<file path="config.mk">
export PLATFORM = sky130hd
export DESIGN_NAME = dma_chan_regfile
export DESIGN_NICKNAME = d
export VERILOG_FILES = /design/src/rtl/dma_chan_regfile_pkg.sv /design/src/rtl/dma_crf_byteptr.sv /design/src/rtl/dma_crf_chan.sv /design/src/rtl/dma_chan_regfile.sv
export SDC_FILE = /design/constraint.sdc
export NUM_CORES = 1
export LEC_CHECK = 0
export CAP_MARGIN = 20
export CORE_MARGIN = 2
export CORE_UTILIZATION = 55
export CTS_CLUSTER_DIAMETER = 100
export DETAILED_ROUTE_END_ITERATION = 8
export GPL_TIMING_DRIVEN = 0
export PLACE_DENSITY = 0.79
export SETUP_SLACK_MARGIN = 0.15
export SLEW_MARGIN = 30
export SYNTH_ARGS = -nofsm -noshare
export SYNTH_HDL_FRONTEND = slang
export SYNTH_HIERARCHICAL = 1
export SYNTH_SLANG_ARGS = --single-unit
</file>
<file path="constraint.sdc">
create_clock -name clk -period 5.5 [get_ports clk]
set_input_delay 0.825 -clock clk [delete_from_list [all_inputs] [get_ports clk]]
set_output_delay 0.825 -clock clk [all_outputs]
set_load 0.05 [all_outputs]
</file>
<file path="src/rtl/dma_chan_regfile_pkg.sv">
// Shared constants, types and the page-offset decode for the DMA channel
// register file. Assumes exactly four channels, which the page mapping fixes.
package dma_chan_regfile_pkg;

    localparam int CH_N    = 4;
    localparam int CH_W    = 2;
    localparam int REG_W   = 16;
    localparam int PAGE_W  = 8;
    localparam logic [3:0] CTL_IDX_FF_CLEAR = 4'hC;

    typedef struct packed {
        logic            hit;
        logic [CH_W-1:0] ch;
    } page_sel_t;

    // Map a page port offset to its channel; unmapped offsets miss.
    function automatic page_sel_t page_decode(input logic [2:0] ofs);
        page_sel_t s;
        case (ofs)
            3'd1:    s = '{hit: 1'b1, ch: 2'd2};
            3'd2:    s = '{hit: 1'b1, ch: 2'd3};
            3'd3:    s = '{hit: 1'b1, ch: 2'd1};
            3'd7:    s = '{hit: 1'b1, ch: 2'd0};
            default: s = '{hit: 1'b0, ch: 2'd0};
        endcase
        return s;
    endfunction

endpackage

</file>
<file path="src/rtl/dma_crf_byteptr.sv">
// Shared low/high byte pointer. It toggles on every channel access and is
// forced low by a clear. Assumes clear and access are never requested in
// the same cycle; if they are, the clear wins.
module dma_crf_byteptr (
    input  logic clk,
    input  logic rst_n,
    input  logic acc,
    input  logic clr,
    output logic ff
);

    // Pointer state: reset low, clear low, otherwise flip on each access.
    always_ff @(posedge clk) begin
        if (!rst_n)   ff <= 1'b0;
        else if (clr) ff <= 1'b0;
        else if (acc) ff <= ~ff;
    end

    AST_FF_CLEAR: assert property (@(posedge clk) disable iff (!rst_n)
        clr |=> !ff);
    AST_FF_TOGGLE: assert property (@(posedge clk) disable iff (!rst_n)
        (acc && !clr) |=> (ff != $past(ff)));
    AST_FF_HOLD: assert property (@(posedge clk) disable iff (!rst_n)
        (!acc && !clr) |=> $stable(ff));

endmodule

</file>
<file path="src/rtl/dma_crf_chan.sv">
// One DMA channel's registers: base address and count, current address,
// progress, page and high page. Produces the computed readback words, the
// physical address and the transfer length. Assumes at most one byte write
// per cycle; an initialisation in the same cycle as an advance wins.
module dma_crf_chan
    import dma_chan_regfile_pkg::*;
#(
    parameter int WSHIFT  = 0,
    parameter int HPAGE_W = 7,
    localparam int CUR_W  = REG_W + WSHIFT,
    localparam int LEN_W  = REG_W + 1 + WSHIFT,
    localparam int PHYS_W = HPAGE_W + PAGE_W + REG_W
) (
    input  logic               clk,
    input  logic               rst_n,
    input  logic               wr_en,
    input  logic               sel_cnt,
    input  logic               hi,
    input  logic [7:0]         wdata,
    input  logic               dir,
    input  logic               adv_en,
    input  logic [CUR_W-1:0]   adv_units,
    input  logic               page_we,
    input  logic               hpage_we,
    output logic [REG_W-1:0]   addr_rb,
    output logic [REG_W-1:0]   cnt_rb,
    output logic [PAGE_W-1:0]  page,
    output logic [HPAGE_W-1:0] hpage,
    output logic [PHYS_W-1:0]  phys,
    output logic [LEN_W-1:0]   len
);

    logic [REG_W-1:0] base_a, base_c, old_word, merged, next_base_a;
    logic [CUR_W-1:0] cur, prog, addr_sum, cnt_full;
    logic             init;

    // Merge the incoming byte into the addressed base word.
    always_comb begin
        old_word    = sel_cnt ? base_c : base_a;
        merged      = hi ? {wdata, old_word[7:0]} : {old_word[15:8], wdata};
        next_base_a = (wr_en && !sel_cnt) ? merged : base_a;
        init        = wr_en && hi;
    end

    // Base register storage.
    always_ff @(posedge clk) begin
        if (!rst_n) begin
            base_a <= '0;
            base_c <= '0;
        end else if (wr_en) begin
            if (sel_cnt) base_c <= merged;
            else         base_a <= merged;
        end
    end

    // Current address and progress: loaded on init, advanced by the engine.
    always_ff @(posedge clk) begin
        if (!rst_n) begin
            cur  <= '0;
            prog <= '0;
        end else if (init) begin
            cur  <= CUR_W'(next_base_a) << WSHIFT;
            prog <= '0;
        end else if (adv_en) begin
            prog <= prog + adv_units;
        end
    end

    // Page and high-page storage.
    always_ff @(posedge clk) begin
        if (!rst_n) begin
            page  <= '0;
            hpage <= '0;
        end else begin
            if (page_we)  page  <= wdata;
            if (hpage_we) hpage <= wdata[HPAGE_W-1:0];
        end
    end

    // Readback and query values computed from the live state.
    always_comb begin
        addr_sum = dir ? (cur - prog) : (cur + prog);
        cnt_full = (CUR_W'(base_c) << WSHIFT) - prog;
        addr_rb  = REG_W'(addr_sum >> WSHIFT);
        cnt_rb   = REG_W'(cnt_full >> WSHIFT);
        len      = (LEN_W'(base_c) + LEN_W'(1)) << WSHIFT;
        phys     = {hpage, page, {REG_W{1'b0}}} | PHYS_W'(cur);
    end

    AST_INIT_ZERO_PROG: assert property (@(posedge clk) disable iff (!rst_n)
        init |=> (prog == '0));
    AST_ADV_ACCUM: assert property (@(posedge clk) disable iff (!rst_n)
        (adv_en && !init) |=> (prog == $past(prog) + $past(adv_units)));
    AST_CUR_STABLE: assert property (@(posedge clk) disable iff (!rst_n)
        !init |=> $stable(cur));

endmodule

</file>
<file path="src/rtl/dma_chan_regfile.sv">
// Top of the legacy DMA channel register file. Decodes the channel, control
// and page strobes and routes them to four channel slices. It owns the shared
// byte pointer and registers the read data. Assumes that at most one
// strobe is active in any cycle.
module dma_chan_regfile
    import dma_chan_regfile_pkg::*;
#(
    parameter int WSHIFT   = 0,
    parameter bit HPAGE_EN = 1'b1,
    parameter int HPAGE_W  = 7,
    localparam int OFS_W   = 3 + WSHIFT,
    localparam int CTL_W   = 4 + WSHIFT,
    localparam int CUR_W   = REG_W + WSHIFT,
    localparam int LEN_W   = REG_W + 1 + WSHIFT,
    localparam int PHYS_W  = HPAGE_W + PAGE_W + REG_W
) (
    input  logic              clk,
    input  logic              rst_n,
    input  logic              ch_wr,
    input  logic              ch_rd,
    input  logic [OFS_W-1:0]  ch_ofs,
    input  logic              ctl_wr,
    input  logic [CTL_W-1:0]  ctl_ofs,
    input  logic              pg_wr,
    input  logic              pg_rd,
    input  logic              hpg_wr,
    input  logic              hpg_rd,
    input  logic [2:0]        pg_ofs,
    input  logic [7:0]        wdata,
    output logic [7:0]        rdata,
    input  logic [CH_N-1:0]   mode_dir,
    input  logic              adv_en,
    input  logic [CH_W-1:0]   adv_ch,
    input  logic [CUR_W-1:0]  adv_units,
    input  logic [CH_W-1:0]   q_ch,
    output logic [PHYS_W-1:0] q_phys,
    output logic [LEN_W-1:0]  q_len
);

    logic [2:0]         ch_idx;
    logic [3:0]         ctl_idx;
    logic               sel_cnt, ff, ff_clr;
    logic [CH_W-1:0]    ch_sel;
    page_sel_t          psel;
    logic [REG_W-1:0]   addr_rb  [CH_N];
    logic [REG_W-1:0]   cnt_rb   [CH_N];
    logic [PAGE_W-1:0]  page_q   [CH_N];
    logic [HPAGE_W-1:0] hpage_q  [CH_N];
    logic [PHYS_W-1:0]  phys_q   [CH_N];
    logic [LEN_W-1:0]   len_q    [CH_N];
    logic [REG_W-1:0]   ch_word;
    logic [7:0]         ch_byte, pg_byte, hpg_byte;
    logic               hpg_hit;

    // Port index decode for the channel and control spaces.
    always_comb begin
        ch_idx  = 3'(ch_ofs >> WSHIFT);
        ctl_idx = 4'(ctl_ofs >> WSHIFT);
        sel_cnt = ch_idx[0];
        ch_sel  = ch_idx[2:1];
        ff_clr  = ctl_wr && (ctl_idx == CTL_IDX_FF_CLEAR);
        psel    = page_decode(pg_ofs);
    end

    dma_crf_byteptr u_byteptr (
        .clk  (clk),
        .rst_n(rst_n),
        .acc  (ch_wr || ch_rd),
        .clr  (ff_clr),
        .ff   (ff)
    );

    // High-page support is present or strapped off by parameter.
    generate
        if (HPAGE_EN) begin : g_hpage
            assign hpg_hit = psel.hit;
        end else begin : g_no_hpage
            assign hpg_hit = 1'b0;
        end
    endgenerate

    for (genvar g = 0; g < CH_N; g++) begin : g_ch
        dma_crf_chan #(.WSHIFT(WSHIFT), .HPAGE_W(HPAGE_W)) u_chan (
            .clk      (clk),
            .rst_n    (rst_n),
            .wr_en    (ch_wr && (ch_sel == CH_W'(g))),
            .sel_cnt  (sel_cnt),
            .hi       (ff),
            .wdata    (wdata),
            .dir      (mode_dir[g]),
            .adv_en   (adv_en && (adv_ch == CH_W'(g))),
            .adv_units(adv_units),
            .page_we  (pg_wr && psel.hit && (psel.ch == CH_W'(g))),
            .hpage_we (hpg_wr && hpg_hit && (psel.ch == CH_W'(g))),
            .addr_rb  (addr_rb[g]),
            .cnt_rb   (cnt_rb[g]),
            .page     (page_q[g]),
            .hpage    (hpage_q[g]),
            .phys     (phys_q[g]),
            .len      (len_q[g])
        );
    end

    // Read byte selection for each read port.
    always_comb begin
        ch_word  = sel_cnt ? cnt_rb[ch_sel] : addr_rb[ch_sel];
        ch_byte  = ff ? ch_word[15:8] : ch_word[7:0];
        pg_byte  = psel.hit ? page_q[psel.ch] : 8'h00;
        hpg_byte = hpg_hit ? 8'(hpage_q[psel.ch]) : 8'h00;
        q_phys   = phys_q[q_ch];
        q_len    = len_q[q_ch];
    end

    // Registered read data, updated only by a read strobe.
    always_ff @(posedge clk) begin
        if (!rst_n)      rdata <= 8'h00;
        else if (ch_rd)  rdata <= ch_byte;
        else if (pg_rd)  rdata <= pg_byte;
        else if (hpg_rd) rdata <= hpg_byte;
    end

    AST_ONE_STROBE: assert property (@(posedge clk) disable iff (!rst_n)
        $onehot0({ch_wr, ch_rd, ctl_wr, pg_wr, pg_rd, hpg_wr, hpg_rd}));
    AST_RDATA_HOLD: assert property (@(posedge clk) disable iff (!rst_n)
        !(ch_rd || pg_rd || hpg_rd) |=> $stable(rdata));
    AST_BAD_PAGE_ZERO: assert property (@(posedge clk) disable iff (!rst_n)
        ((pg_rd || hpg_rd) && !psel.hit) |=> (rdata == 8'h00));

endmodule

</file>
Word level (Yosys, flattened, before mapping)
Index checks and enable logic that the tools add are counted.
Widths: inputs -> output; s select.

storage, ports and cells
  output and inout port bits = 56
  register bits = 325
  word-level logic and storage cells = 161

operators by class
  bitwise gates (word level) = 10
  equality and inequality tests = 14
  multiplexer cells = 42
  $lt $le $gt $ge = 3
  $add $sub $neg = 20
  reduce and logical (&&, ||, !) cells = 46

operators by type and width
  operator               number
  $mux 16                21
  $add 16x16->16         8
  $sub 16x16->16         8
  $or 31x16->31          4
  $add 16x1->17 const B  4
  $bmux 16 s2            2
  $bmux 31 s2            1
  $mux 31                2
  $mux 8                 7
  $bmux 17 s2            1
  $mux 17                2
  $logic_and 1x1->1      27
  $mux 7                 3
  $bmux 8 s2             1
  $reduce_and 2->1       8
  $bmux 7 s2             1
  $eq 2x2->1 const B     6
  $pmux 3 s4             1
  $reduce_or 2->1        5
  $ge 3x3->1 const B     3
  $not 2->3              3
  $eq 2x1->1 const B     3
  $eq 3x2->1 const B     2
  $logic_not 2->1        3
  other kinds (7)        9

Depth between registers and ports, before layout
Gate-level depths: netlist (run 1).

  depth in word-level cells = 10
  depth in mapped cells = 19

Cells and area by module
The synthesis (run 1) kept the hierarchy.

by module, submodules not included
  module                             cells an instance  area each (um2)  instances
  dma_crf_chan (g_ch[0].u_chan ...)  693                5760.5           2
  dma_crf_chan (g_ch[2].u_chan)      692                5773.0           1
  dma_crf_chan (g_ch[3].u_chan)      671                5660.4           1
  dma_chan_regfile                   256                3133.0           1
  dma_crf_byteptr                    3                  41.3             1

Worst setup path before layout (run 1)
OpenSTA, ideal clock, no wires.

  path kind = input-to-reg
  from = input mode_dir[0]
  to = register rdata[4]
  library setup time = 122 ps
  stages = 15
  path buffers = 1
  setup slack = 1410 ps
  data required time = 5378 ps
  arrival = 3968 ps
  cell sequence = clkbuf_1 > nor2_1 > xnor2_1 > ha_1 > a2111o_1 > o21bai_1 > and4_4 > a2111oi_4 > inv_1 > a31o_1 > xor2_1 > mux4_2 > a22oi_1 > a21oi_1 > a221o_1

RTL lines
  element                 line                     RTL
  start: declaration      dma_chan_regfile.sv:31   input logic [CH_N-1:0] mode_dir,
  end signal: assignment  dma_chan_regfile.sv:117  else if (ch_rd) rdata <= ch_byte;
  end signal: assignment  dma_chan_regfile.sv:118  else if (pg_rd) rdata <= pg_byte;
  end signal: assignment  dma_chan_regfile.sv:119  else if (hpg_rd) rdata <= hpg_byte;
  end: declaration        dma_chan_regfile.sv:30   output logic [7:0] rdata,

==> results of run 1 <==
stage by stage:
step | hold WS, ns | std cells | cell area [sq um]
floorplan | 0.443 | 3008 | 26100
global placement | 0.450 | 3716 | 27900
detailed placement | 0.460 | 3723 | 28000
CTS | 0.469 | 3794 | 29300
global route | 0.497 | 3794 | 29300
finish | 0.468 | 3796 | 29400
final cells by class:
class	instances	area (sq um)	area share, %
multi-input combinational	2348	18100	61.6
clock inverter	15	156	0.533
inverter	139	522	1.78
tap	607	759	2.59
timing repair buffer	108	1140	3.87
antenna	2	5.00	0.0171
clock buffer	56	1160	3.96
buffer	196	1030	3.51
sequential	325	6510	22.2
worst reg2reg max path, delay by kind of cell (launching register included):
family | cells | cell delay [ns]
AND/OR/NAND/NOR | 1 | 0.20
multiplexers | 1 | 0.53
AO/OA/AOI/OAI | 8 | 2.23
adder cells (fa/ha/maj) | 2 | 0.59
XOR/XNOR | 2 | 0.33
flip-flops | 1 | 0.58
buffers and inverters | 2 | 0.35
layout by cell type, fill, tap and decap left out, types with 109 or more instances in the layout:
cell      synthesis  layout
nor2_1          177     177
mux2i_1         207     207
a21oi_1         158     158
xnor2_1         181     181
dfxtp_1         325     325
inv_1           138     138
nand2_1         276     276
clkbuf_1        102     109
nor2b_1         156     156
ha_1            188     188
state kept, by name, indices dropped and copies added, names as in the netlist:
signal,cells
g_ch.u_chan/hpage,28
g_ch.u_chan/page,32
g_ch.u_chan/base_c,64
rdata,8
g_ch.u_chan/prog,64
g_ch.u_chan/cur,64
g_ch.u_chan/base_a,64
u_byteptr/ff,1
per-layer routing:
layer  wire (microns)  track usage (%)  up-vias
li1                 -                -    11080
met1            41000             52.2    11903
met2            43500             62.2     1289
met3             9060             5.82      276
met4             5480             19.3        4
met5               23                0        -
path summary, 6_finish.rpt:
path | to | slack [ns]
max | rdata[4] | 0.50
min | g_ch[1].u_chan/base_a[9] | 0.47
min reg2reg | g_ch[1].u_chan/base_a[9] | 0.47
max reg2reg | rdata[4] | 0.55
where the power goes:
| part | switching, mW | internal (mW) |
|---|---|---|
| Sequential | 0.110 | 2.42 |
| Clock | 1.14 | 1.54 |
| Combinational | 1.52 | 1.05 |
cells by family (layout without fill, tap and decap cells):
group / after synthesis / count (layout) / synth area share, %
AO/OA/AOI/OAI: 681 / 681 / 18.0
XOR/XNOR: 251 / 251 / 8.41
adder cells (fa/ha/maj): 200 / 200 / 9.92
buffers and inverters: 335 / 514 / 5.94
flip-flops: 325 / 325 / 24.9
multiplexers: 300 / 300 / 15.5
other: 0 / 2 / 0
AND/OR/NAND/NOR: 916 / 916 / 17.3
==> reports/metrics.cfg, run 1 <==
[layout]
layout.nets = 3410
fin_util_pct = 62.8
fillCellCount = 4055
syn_to_final_growth_pct = 12.3
drive_above_1_share_pct = 9.07

[route]
routedWlPerCell_microns = 26.1
vias_per_cell = 6.47
ant_nets = 0
drc = 0
drt_wl_total_microns = 99000
via_count = 24552
dr.first_iter.drc_count = 2467
first_pass_iters = 5

[sta]
grt_setup_unrepaired = no
maxSlewHeadroom_pct = 33.5
maxSlewViolCount = 0
hold_viol_final = 0
setup_violations = 0
fmax_mhz = 200
fin_crit_sh_pct = 90.9
layout_setup_ws_ns = 0.501
fin_crit_ns = 5.00
finClkSkew_ns = 0.0181
setup_tns_ns = 0
worst_pin_slew_ns = 0.998

[critical_path]
required_ns = 5.96
crit_slowest_cell = clkdlybuf4s50_1
cp_num_cells = 16
worst-path-buf-inv = 3
crit_family = compound AO/OA/AOI/OAI gates
slowest_delay_ns = 0.71
r2r_start = g_ch[0].u_chan/prog[1]
crit_fanout = 10
crit_arrival_ns = 5.46
cp-start-kind = primary input
crit_chain = clkdlybuf4s50_1, clkbuf_1, nor2_1, xnor2_1, ha_1, a2111o_1, o21bai_1, and4_4, a2111oi_4, inv_1, a31o_1, xor2_1, mux4_2, a22oi_1, a21oi_1, a221o_1
startpoint = mode_dir[1]
crit_type = in -> reg
worst_r2r_path_depth = 16
endpoint_kind = flip-flop

[clock_network]
cts-hold-fix-buffers = 0
clk_pin_slew_ns = 0.06
root_buffer = clkbuf_16
clk_latency_ns = 0.58
cts_sinks = 325
cts_resized = 0
post-cts-setup-buffer-count = 0
htree_levels = 2
cts_tree = built
numCtsBuffers = 40
clock_tree.buffer_depth = 3

[yosys]
synth_edf_count = 0
seq_area_frac_synth_pct = 24.9
syn_area_sq_um = 26100
async_reset_ff_share_pct = 0
ys_seq_elements = 325
synthTopCellsByArea = dfxtp_1, ha_1, mux2i_1, mux4_2, xnor2_1
yosysMostFrequentCell = dfxtp_1
yosys_warnings = 6
synthTopCellsByCount = dfxtp_1, nand2_1, mux2i_1
synth_cell_types = 97
syn-num-nets = 3260
syn_area_per_cell_sq_um = 8.69
synth_top_area_share_pct = 24.9
syn_inst = 3008
synth_top_cell_by_area = dfxtp_1
postSynth.topFlopCell = dfxtp_1

[worst_hold_path]
hp-start = g_ch[1].u_chan/base_a[9]
whs_path_depth = 2
worstHoldPathType = reg -> reg

[power]
peakVddDrop_v = 0.000282
total_power_mw = 7.78
cellPowerDensity_nw_per_um2 = 265
p_leak_nw = 12.1

[global_routing]
grt_pass1_wl_microns = 145000
grt_max_degree = 25
grt-ovfl-total = 0
grt_pass1_vias = 23378
track_usage_pct = 39.2
antenna_found_initial = 5

[place]
port_buffers = 101
gp_congestion = 1.05
dpl_worst_slack_ns = 0.0392
dpl.hpwl_microns = 79100

[die]
fp.dieW_microns = 222
initial_core_util_pct = 55.9
die_h_microns = 222
core_area_sq_um = 46800
die_area_sq_um = 49300
io_pins = 108
num_rows = 79

[job]
drv_cap = 0

[run_status]
status = finished clean

(Power assumes the default switching activity.)
==> run 2: changes to the inputs <==
--- a/config.mk
+++ b/config.mk
@@ -6,6 +6,7 @@
 export NUM_CORES = 1
 export LEC_CHECK = 0
 export CAP_MARGIN = 20
+export CORE_ASPECT_RATIO = 1.4
 export CORE_MARGIN = 2
 export CORE_UTILIZATION = 55
 export CTS_CLUSTER_DIAMETER = 100
==> run 2 against run 1 <==
  * Clock skew is essentially flat
  * Clock-buffer cell count shrank 13
  * Hold slack lost 0.0027 ns
  * Global-route usage is essentially flat
  * Sequential share of layout area grew 0.071 points
  * Combinational power is essentially flat
  * Largest cell class unchanged
==> reports/metrics.cfg, run 2 (synthesized netlist as in run 1, its figures left out) <==
[run_status]
status = finished clean

[route]
drc = 0  ; unchanged
routedWlPerCell_microns = 25.9  ; -0.83%
drt_wl_total_microns = 98400  ; -0.57%
via_count = 24166  ; -1.6%
dr.first_iter.drc_count = 1846  ; -25%
first_pass_iters = 7  ; +2
ant_nets = 0  ; unchanged
vias_per_cell = 6.35  ; -1.8%

[global_routing]
grt_max_degree = 21  ; -16%
antenna_found_initial = 1  ; -4
grt_pass1_wl_microns = 143000  ; -1.7%
grt-ovfl-total = 0  ; unchanged
track_usage_pct = 39.1  ; about the same
grt_pass1_vias = 23416  ; +0.16%

[place]
port_buffers = 101  ; unchanged
dpl.hpwl_microns = 79800  ; +0.79%
gp_congestion = 1.06  ; +0.74%

[critical_path]
required_ns = 5.94  ; -0.02 ns
crit_fanout = 10  ; unchanged
rrSetupSlack_ns = 0.68  ; +0.13 ns
crit_arrival_ns = 5.37  ; -0.09 ns
r2r_start = g_ch[0].u_chan/prog[1]
worst_r2r_path_depth = 16  ; unchanged
cp-start-kind = primary input
crit_type = in -> reg
r2r_end = rdata[4]
endpoint_kind = flip-flop

[sta]
hold_ws_ns = 0.466  ; -0.00274 ns
fin_crit_ns = 4.94  ; -0.0638 ns
maxSlewHeadroom_pct = 37.2  ; +3.7 points
maxSlewViolCount = 0  ; unchanged
fmax_mhz = 203  ; +1.3%
fin_crit_sh_pct = 89.7  ; -1.2 points
grt_setup_unrepaired = no
worst_pin_slew_ns = 0.941  ; -0.0572 ns
setup_violations = 0  ; unchanged
setup_tns_ns = 0  ; unchanged
finClkSkew_ns = 0.0180  ; -0.0000421 ns
hold_viol_final = 0  ; unchanged

[power]
p_leak_nw = 12.1  ; -0.54%
peakVddDrop_v = 0.000187  ; -34%
cellPowerDensity_nw_per_um2 = 258  ; -2.5%
pwr-share-clk_pct = 32.7  ; -1.7 points
switching_share_pct = 35.5  ; about the same
p_switching_mw = 2.68  ; -2.8%
pwr-share-seq_pct = 33.5  ; +0.9 points
intPower_mw = 4.88  ; -2.8%
combPwrFrac_pct = 33.7  ; +0.7 points

[die]
die_area_sq_um = 49300  ; about the same
core_area_sq_um = 46900  ; +0.37%
fp.dieW_microns = 188  ; -15%
initial_core_util_pct = 55.7  ; -0.21 points
die_h_microns = 262  ; +18%
io_pins = 108  ; unchanged
num_rows = 94  ; +19%

[job]
drv_cap = 0  ; unchanged

[layout]
regArea_sq_um = 6510  ; unchanged
fin_util_pct = 62.4  ; -0.43 points
layout_common_cells = dfxtp_1, nand2_1, mux2i_1
drive_above_1_share_pct = 8.96  ; -0.11 points
fillCellCount = 4095  ; +0.99%
multi_input_area_sq_um = 18100  ; about the same
final_common_cell = dfxtp_1
layout.nets = 3406  ; -0.12%
syn_to_final_growth_pct = 12.0

[clock_network]
clk_latency_ns = 0.56  ; -0.02 ns
cts_sinks = 325  ; unchanged
clock_tree.buffer_depth = 3  ; unchanged
htree_levels = 2  ; unchanged
cts_tree = built
cts_resized = 0  ; unchanged
numCtsBuffers = 35  ; -13%
post-cts-setup-buffer-count = 0  ; unchanged
root_buffer = clkbuf_16
clk_pin_slew_ns = 0.06  ; about the same
cts-hold-fix-buffers = 0  ; unchanged

[worst_hold_path]
hp-start = g_ch[0].u_chan/base_a[12]
whs_path_depth = 2  ; unchanged
min_to = g_ch[0].u_chan/base_a[12]
worstHoldPathType = reg -> reg

-- run 2: cell types whose count changed in the layout (fill, tap and decap cells not counted) --
cell / change
a211oi_1: +1
a211oi_2: -1
buf_16: +1
bufinv_16: +2
clkbuf_1: -4
clkbuf_16: -5
clkbuf_8: -4
clkinv_2: +2
clkinv_4: +1
clkinv_8: +1
clkinvlp_4: +3
inv_16: -2
inv_6: -1
inv_8: -1
-- run 2: critical path: stages --
cell	delay [ns]
clkdlybuf4s50_1	0.64
clkbuf_1	0.40
nor2_1	0.13
xnor2_1	0.16
ha_1	0.22
a2111o_1	0.41
o21bai_1	0.20
and4_4	0.21
a2111oi_4	0.43
inv_1	0.08
a31o_1	0.24
xor2_1	0.18
mux4_2	0.46
a22oi_1	0.31
a21oi_1	0.19
a221o_1	0.28
-- run 2: power by group through the flow --
stage                     registers, mW  logic, mW  clock network (mW)
after global placement             2.58       2.42                   0
after CTS                          2.53       2.48                2.50
after global routing               2.54       2.68                2.58
after detailed placement           2.58       2.47                   0
after floorplan                    2.55       1.69                   0
final                              2.53       2.55                2.47
-- run 2: layout make-up --
class / count / share of cell area, %
repair buffers: 109 / 3.98
flip-flops and latches: 325 / 22.2
multi-input cells: 2348 / 61.8
inverters: 139 / 1.78
diodes: 2 / 0.0171
plain buffers: 196 / 3.52
clock inverters: 20 / 0.731
clock buffers: 43 / 3.31
well taps: 624 / 2.67
-- run 2: worst max path at each step --
stage                 from        to  slack (ns)  depth (start not counted)
5_1_grt        mode_dir[0]  rdata[4]        0.48                         16
3_5_place_dp   mode_dir[0]  rdata[4]        0.14                         16
6_report       mode_dir[0]  rdata[4]        0.56                         16
3_3_place_gp   mode_dir[0]  rdata[4]        0.16                         16
4_1_cts        mode_dir[0]  rdata[4]        0.70                         16
2_1_floorplan  mode_dir[0]  rdata[4]        1.41                         15
-- run 2: metrics by stage --
stage / instance area [sq um] / instances / power [mW] / setup slack [ns]
floorplan: 26100 / 3008 / 4.24 / 1.41
global placement: 27900 / 3733 / 5.00 / 0.159
detailed placement: 28100 / 3741 / 5.05 / 0.141
CTS: 29300 / 3804 / 7.51 / 0.697
global route: 29300 / 3805 / 7.80 / 0.478
finish: 29300 / 3806 / 7.56 / 0.565
-- run 2: layer usage --
metal  vias to the layer above  global-route usage, %  wire, microns
met5                         -                      0              0
met4                         0                   39.1          11500
met3                       405                   4.30           7030
met2                      1218                   64.9          44600
met1                     11476                   43.4          35300
li1                      11067                      -              -
